<file path="src/rtl/brEval_pkg.sv">
package brEval_pkg;

  localparam int OP_W = 7;

  localparam logic [OP_W-1:0] OP_JUMP = 7'd25;
  localparam logic [OP_W-1:0] OP_JZER = 7'd26;
  localparam logic [OP_W-1:0] OP_JPOS = 7'd27;
  localparam logic [OP_W-1:0] OP_JNEG = 7'd28;
  localparam logic [OP_W-1:0] OP_JFLG = 7'd29;

  localparam int NUM_COND = 7;

  typedef enum logic [2:0] {
    CC_ZSET    = 3'd0,
    CC_ZCLR    = 3'd1,
    CC_NSET    = 3'd2,
    CC_ZORN    = 3'd3,
    CC_NEITHER = 3'd4,
    CC_NCLR    = 3'd5,
    CC_ESET    = 3'd6,
    CC_NONE    = 3'd7
  } condSel_e;

  typedef struct packed {
    logic     doUncond;
    logic     doZero;
    logic     doPos;
    logic     doNeg;
    logic     doFlag;
    logic     badCond;
    condSel_e condSel;
  } brCtrl_t;

endpackage

</file>
<file path="src/rtl/brEvalCtrl.sv">
module brEvalCtrl
  import brEval_pkg::*;
#(
  parameter int SEL_W = 4
) (
  input  logic [OP_W-1:0]  opcode,
  input  logic [SEL_W-1:0] fieldSel,
  output brCtrl_t          ctrl
);

  localparam logic [SEL_W-1:0] LAST_COND = SEL_W'(NUM_COND - 1);

  always_comb begin
    ctrl = '{doUncond: 1'b0, doZero: 1'b0, doPos: 1'b0, doNeg: 1'b0,
             doFlag: 1'b0, badCond: 1'b0, condSel: CC_NONE};
    unique case (opcode)
      OP_JUMP: ctrl.doUncond = 1'b1;
      OP_JZER: ctrl.doZero   = 1'b1;
      OP_JPOS: ctrl.doPos    = 1'b1;
      OP_JNEG: ctrl.doNeg    = 1'b1;
      OP_JFLG: begin
        if (fieldSel > LAST_COND) begin
          ctrl.badCond = 1'b1;
        end else begin
          ctrl.doFlag  = 1'b1;
          ctrl.condSel = condSel_e'(fieldSel[2:0]);
        end
      end
      default: ;
    endcase
  end

endmodule

</file>
<file path="src/rtl/brEvalPath.sv">
module brEvalPath
  import brEval_pkg::*;
#(
  parameter int DATA_W = 32
) (
  input  logic              clk,
  input  logic              rstN,
  input  logic              inValid,
  input  brCtrl_t           ctrl,
  input  logic [DATA_W-1:0] regValue,
  input  logic              flagZ,
  input  logic              flagN,
  input  logic              flagE,
  input  logic [DATA_W-1:0] operand,
  input  logic [DATA_W-1:0] curPc,
  output logic              outValid,
  output logic              taken,
  output logic [DATA_W-1:0] nextPc,
  output logic              illegalCond
);

  localparam int NUM_SLOT = 2 ** $bits(condSel_e);

  logic                regZero;
  logic                regNeg;
  logic                regPos;
  logic [NUM_SLOT-1:0] condVec;
  logic                flagHit;
  logic                takeNow;
  logic [DATA_W-1:0]   seqPc;
  logic [DATA_W-1:0]   pcNext;

  assign regZero = (regValue == '0);
  assign regNeg  = regValue[DATA_W-1];
  assign regPos  = !regZero && !regNeg;

  // One test per selector slot; unused slots never match
  genvar gi;
  generate
    for (gi = 0; gi < NUM_SLOT; gi++) begin : g_cond
      if (gi == int'(CC_ZSET)) begin : g_zs
        assign condVec[gi] = flagZ;
      end else if (gi == int'(CC_ZCLR)) begin : g_zc
        assign condVec[gi] = !flagZ;
      end else if (gi == int'(CC_NSET)) begin : g_ns
        assign condVec[gi] = flagN;
      end else if (gi == int'(CC_ZORN)) begin : g_zn
        assign condVec[gi] = flagZ || flagN;
      end else if (gi == int'(CC_NEITHER)) begin : g_nn
        assign condVec[gi] = !flagZ && !flagN;
      end else if (gi == int'(CC_NCLR)) begin : g_nc
        assign condVec[gi] = !flagN;
      end else if (gi == int'(CC_ESET)) begin : g_es
        assign condVec[gi] = flagE;
      end else begin : g_off
        assign condVec[gi] = 1'b0;
      end
    end
  endgenerate

  assign flagHit = condVec[ctrl.condSel];

  assign takeNow = ctrl.doUncond
                || (ctrl.doZero && regZero)
                || (ctrl.doPos  && regPos)
                || (ctrl.doNeg  && regNeg)
                || (ctrl.doFlag && flagHit);

  assign seqPc  = curPc + DATA_W'(1);
  assign pcNext = takeNow ? operand : seqPc;

  always_ff @(posedge clk) begin
    if (!rstN) begin
      outValid    <= 1'b0;
      taken       <= 1'b0;
      nextPc      <= '0;
      illegalCond <= 1'b0;
    end else begin
      outValid <= inValid;
      if (inValid) begin
        taken       <= takeNow;
        nextPc      <= pcNext;
        illegalCond <= ctrl.badCond;
      end
    end
  end

endmodule

</file>
<file path="src/rtl/brEval.sv">
module brEval
  import brEval_pkg::*;
#(
  parameter int DATA_W = 32,
  parameter int SEL_W  = 4
) (
  input  logic              clk,
  input  logic              rstN,
  input  logic              inValid,
  input  logic [OP_W-1:0]   opcode,
  input  logic [SEL_W-1:0]  fieldSel,
  input  logic [DATA_W-1:0] regValue,
  input  logic              flagZ,
  input  logic              flagN,
  input  logic              flagE,
  input  logic [DATA_W-1:0] operand,
  input  logic [DATA_W-1:0] curPc,
  output logic              outValid,
  output logic              taken,
  output logic [DATA_W-1:0] nextPc,
  output logic              illegalCond
);

  brCtrl_t ctrl;

  brEvalCtrl #(.SEL_W(SEL_W)) u_ctrl (
    .opcode  (opcode),
    .fieldSel(fieldSel),
    .ctrl    (ctrl)
  );

  brEvalPath #(.DATA_W(DATA_W)) u_path (
    .clk        (clk),
    .rstN       (rstN),
    .inValid    (inValid),
    .ctrl       (ctrl),
    .regValue   (regValue),
    .flagZ      (flagZ),
    .flagN      (flagN),
    .flagE      (flagE),
    .operand    (operand),
    .curPc      (curPc),
    .outValid   (outValid),
    .taken      (taken),
    .nextPc     (nextPc),
    .illegalCond(illegalCond)
  );

endmodule

</file>
<file path="config.mk">
export PLATFORM = sky130hd
export DESIGN_NAME = brEval
export DESIGN_NICKNAME = d
export VERILOG_FILES = /design/src/rtl/brEval_pkg.sv /design/src/rtl/brEvalCtrl.sv /design/src/rtl/brEvalPath.sv /design/src/rtl/brEval.sv
export SDC_FILE = /design/constraint.sdc
export NUM_CORES = 1
export LEC_CHECK = 0
export BUFFER_PORTS_ARGS = -buffer_cell sky130_fd_sc_hd__buf_2
export CAP_MARGIN = 15
export CELL_PAD_IN_SITES_DETAIL_PLACEMENT = 1
export CELL_PAD_IN_SITES_GLOBAL_PLACEMENT = 2
export CORE_MARGIN = 2
export CORE_UTILIZATION = 23
export DETAILED_ROUTE_END_ITERATION = 6
export GPL_ROUTABILITY_DRIVEN = 0
export PLACE_DENSITY_LB_ADDON = 0.1
export SKIP_LAST_GASP = 1
export SLEW_MARGIN = 15
export SYNTH_ARGS = -nofsm -noshare
export SYNTH_HDL_FRONTEND = slang
export SYNTH_SLANG_ARGS = --single-unit
</file>
<file path="constraint.sdc">
create_clock -name clk -period 2.83 [get_ports clk]
set_input_delay 0.283 -clock clk [delete_from_list [all_inputs] [get_ports clk]]
set_output_delay 0.283 -clock clk [all_outputs]
set_load 0.01 [all_outputs]
</file>
==> summary.md <==
| Metric | Value |
|---|---|
| Routed Antenna Nets | `0` |
| RSZ-0062 raised after global routing | `no` |
| Worst slew pin tran | `646 ps` |
| Total number of vias | `3020` |
| Drt wl/cell | `17.7 µm` |
| Syn Nets | `411` |
| Vias per cell | `5.26` |
| Maxcap violations | `0` |
| Initial drt markers | `101` |
| Commonest non-fill, non-tap cell in the layout | `buf_2` |
| Clock transition at the registers of the reported paths | `80 ps` |
| Tcrit/Tclk final | `74.8%` |
| IO Port Bufs | `147` |
| DRT Pass-1 Iters | `4` |
| Antenna violations before repair | `1` |
| Leakage | `0.00137 µW` |
| Final setup violation count | `0` |
| # DRC | `0` |
| Die height | `109 µm` |
| Nets@finish | `548` |
| Synth area leaders | `dfxtp_1 28%, o2111ai_1 10%, o311ai_1 9.4%` |
| Total power | `1280 µW` |
| Slew headroom | `56.9%` |
| Commonest non-fill, non-tap cells in the layout | `147 x buf_2, 40 x nand3_1, 35 x dfxtp_1, 29 x o2111ai_1, 27 x o311ai_1` |
| CTS tree | `built` |
| Area grow syn2layout | `34.7%` |
| Sequential share of the synthesized area | `27.7%` |
| Row Count | `38` |
| Flop pwr share | `42.1%` |
| Die width | `109 µm` |
| Hold slack | `256 ps` |
| Layout cell share with drive strength beyond 1 | `39.9%` |
| Largest net degree at the start of global routing | `64` |
| Clk_skew | `0 ps` |
| CP arrival | `2260 ps` |
| Slowest CP cell | `or4_4` |
| CTS root buffer | `clkbuf_8` |
| Clk pwr share | `35.8%` |
| Netlist cell types | `43` |
| I/O pins | `148` |
| Post-Syn Area | `2530 µm²` |
| Tot GR Track Use | `17.5%` |
| Yosys top cell area share | `27.7%` |
| Post-synth EDFFs | `0` |
| Initial Util | `23.4%` |
| Number of post-CTS setup repair buffers | `0` |
| Global-route wire length before repair | `16000 µm` |
| Post-CTS Hold Fix Bufs | `0` |
| Crit path required time | `2970 ps` |
| Nature of the critical path endpoint | `register` |
| Worst IR Drop VDD | `0.142 mV` |
| Final Hold Vio Count | `0` |
| Async SR Flop Fraction | `0%` |
| Post-CTS Resized | `0` |
| Filler instances | `1364` |
| Yosys top cell by area | `dfxtp_1` |
| Gate power share | `22.2%` |
| NetSw | `375 µW` |
| Synth Area per Inst | `8.51 µm²` |
| Ys Warns | `0` |
| Max-slew violations | `0` |
| Cell internal pwr | `909 µW` |
| #FFs+latches synth | `35` |
| Worst Path Buf+Inv | `1` |
| Final cell count without fillers | `574` |
| Fin util | `31.5%` |
| Startpoint types | `input pin` |
| Crit path cell chain | `buf_2, nor4_1, nand4_1, or4_4, a211oi_4, or2_4, o311ai_0` |
| DRT Wirelength | `10200 µm` |
| Critical Path Fanout Max | `31` |
| CTS Sinks | `35` |
| CP Class | `in -> reg` |
| Cell count after synthesis | `297` |
| Worst-Skew Late Latency | `280 ps` |
| DP Cell Count | `567` |
| Die footprint | `11800 µm²` |
| Hold crit path type | `in -> reg` |
| Total gr overflow | `0` |
| DP HPWL | `7680 µm` |
| Minimum clock period | `2120 ps` |
| Slowest stage delay, CP | `520 ps` |
| Switching Fraction | `29.2%` |
| H-tree depth | `2` |
| CP delay by family, top | `simple AND/OR/NAND/NOR gates` |
| Outcome | `complete, no violations` |
| Core area | `10800 µm²` |
| Fmax | `0.473 GHz` |
| Clock buffer depth | `2` |
| Vias in the first global route | `3200` |
| Total CTS buffers | `5` |
| Antenna Cells | `0` |
| Sum Neg Setup Slack | `0 ps` |
| Synth Flop Type | `dfxtp_1` |
| Pwr per Cell Area | `377 nW/µm²` |
[state kept, by name (all words and copies together) (netlist names)]
register            count
u_path.illegalCond      1
u_path.nextPc          32
u_path.outValid         1
u_path.taken            1
[cell type report]
cell class              instances  area [µm²]  share of cell area, %
clock buffers                   6        72.6                   2.13
clock inverters                 1        30.0                  0.882
inverters                      12        45.0                   1.32
multi-input cells             224        1570                   46.0
flip-flops and latches         35         701                   20.6
well taps                     140         175                   5.15
repair buffers                156         816                   24.0
[path summary, 6_finish.rpt]
path	from	end	slack, ps	cells past startpoint
max	regValue[17]	u_path.nextPc[17]	710	7
min	operand[1]	u_path.nextPc[1]	260	3
max reg2reg	u_path.nextPc[1]	u_path.nextPc[1]	2130	2
min reg2reg	u_path.illegalCond	u_path.illegalCond	460	2
[per-stage QoR]
step | setup WS, ps | area (µm²)
after global placement | 397 | 3300
after detailed placement | 352 | 3300
after global routing | 531 | 3400
final | 714 | 3400
after floorplan | 790 | 2530
after CTS | 663 | 3400
[synth_stat cells (2+ instances only)]
cell type and n:
nor4_1 12, nand2_1 15, clkbuf_1 14, clkbuf_8 6, nand3_1 40, xnor2_1 11
a31oi_1 4, o21ai_0 4, o2111ai_1 29, nand4_1 14, or4_1 2, a21oi_1 2
o211ai_1 2, o311ai_1 27, dfxtp_1 35, a311oi_1 2, nor2b_1 2, inv_1 12
nor2_1 13, nor3b_1 2, and3_1 3, buf_6 4, xor2_1 18, nor3_1 5
[metal layers]
layer  up-vias  global-route usage (%)  wire (µm)
li1       1458                       -          -
met4         0                    5.49        192
met3        15                    4.06        710
met1      1439                    20.9       4260
met5         -                       0          0
met2       108                    30.8       5000
[logic make-up (layout without fill, tap and decap cells)]
logic type / count (synthesis) / after routing / share of synthesized area (%)
xor+xnor: 29 / 29 / 10.0
fa+ha+maj: 1 / 1 / 0.495
buf+inv: 38 / 175 / 10.5
flops: 35 / 35 / 27.7
compound gates: 75 / 75 / 25.1
simple gates: 119 / 119 / 26.1
[worst register-to-register path: cells and delay by family, from the launching register on]
| family | cells | cell delay, ps |
|---|---|---|
| AOI/OAI and AO/OA | 2 | 290 |
| DFF | 1 | 330 |
[power by group through the flow]
stage               Clock [µW]  Sequential [µW]  Combinational [µW]
floorplan                    0              565                 117
global placement             0              552                 287
detailed placement           0              552                 290
global route               491              544                 317
CTS                        472              541                 290
finish                     459              540                 285
Power figures use the tool's default switching activity.
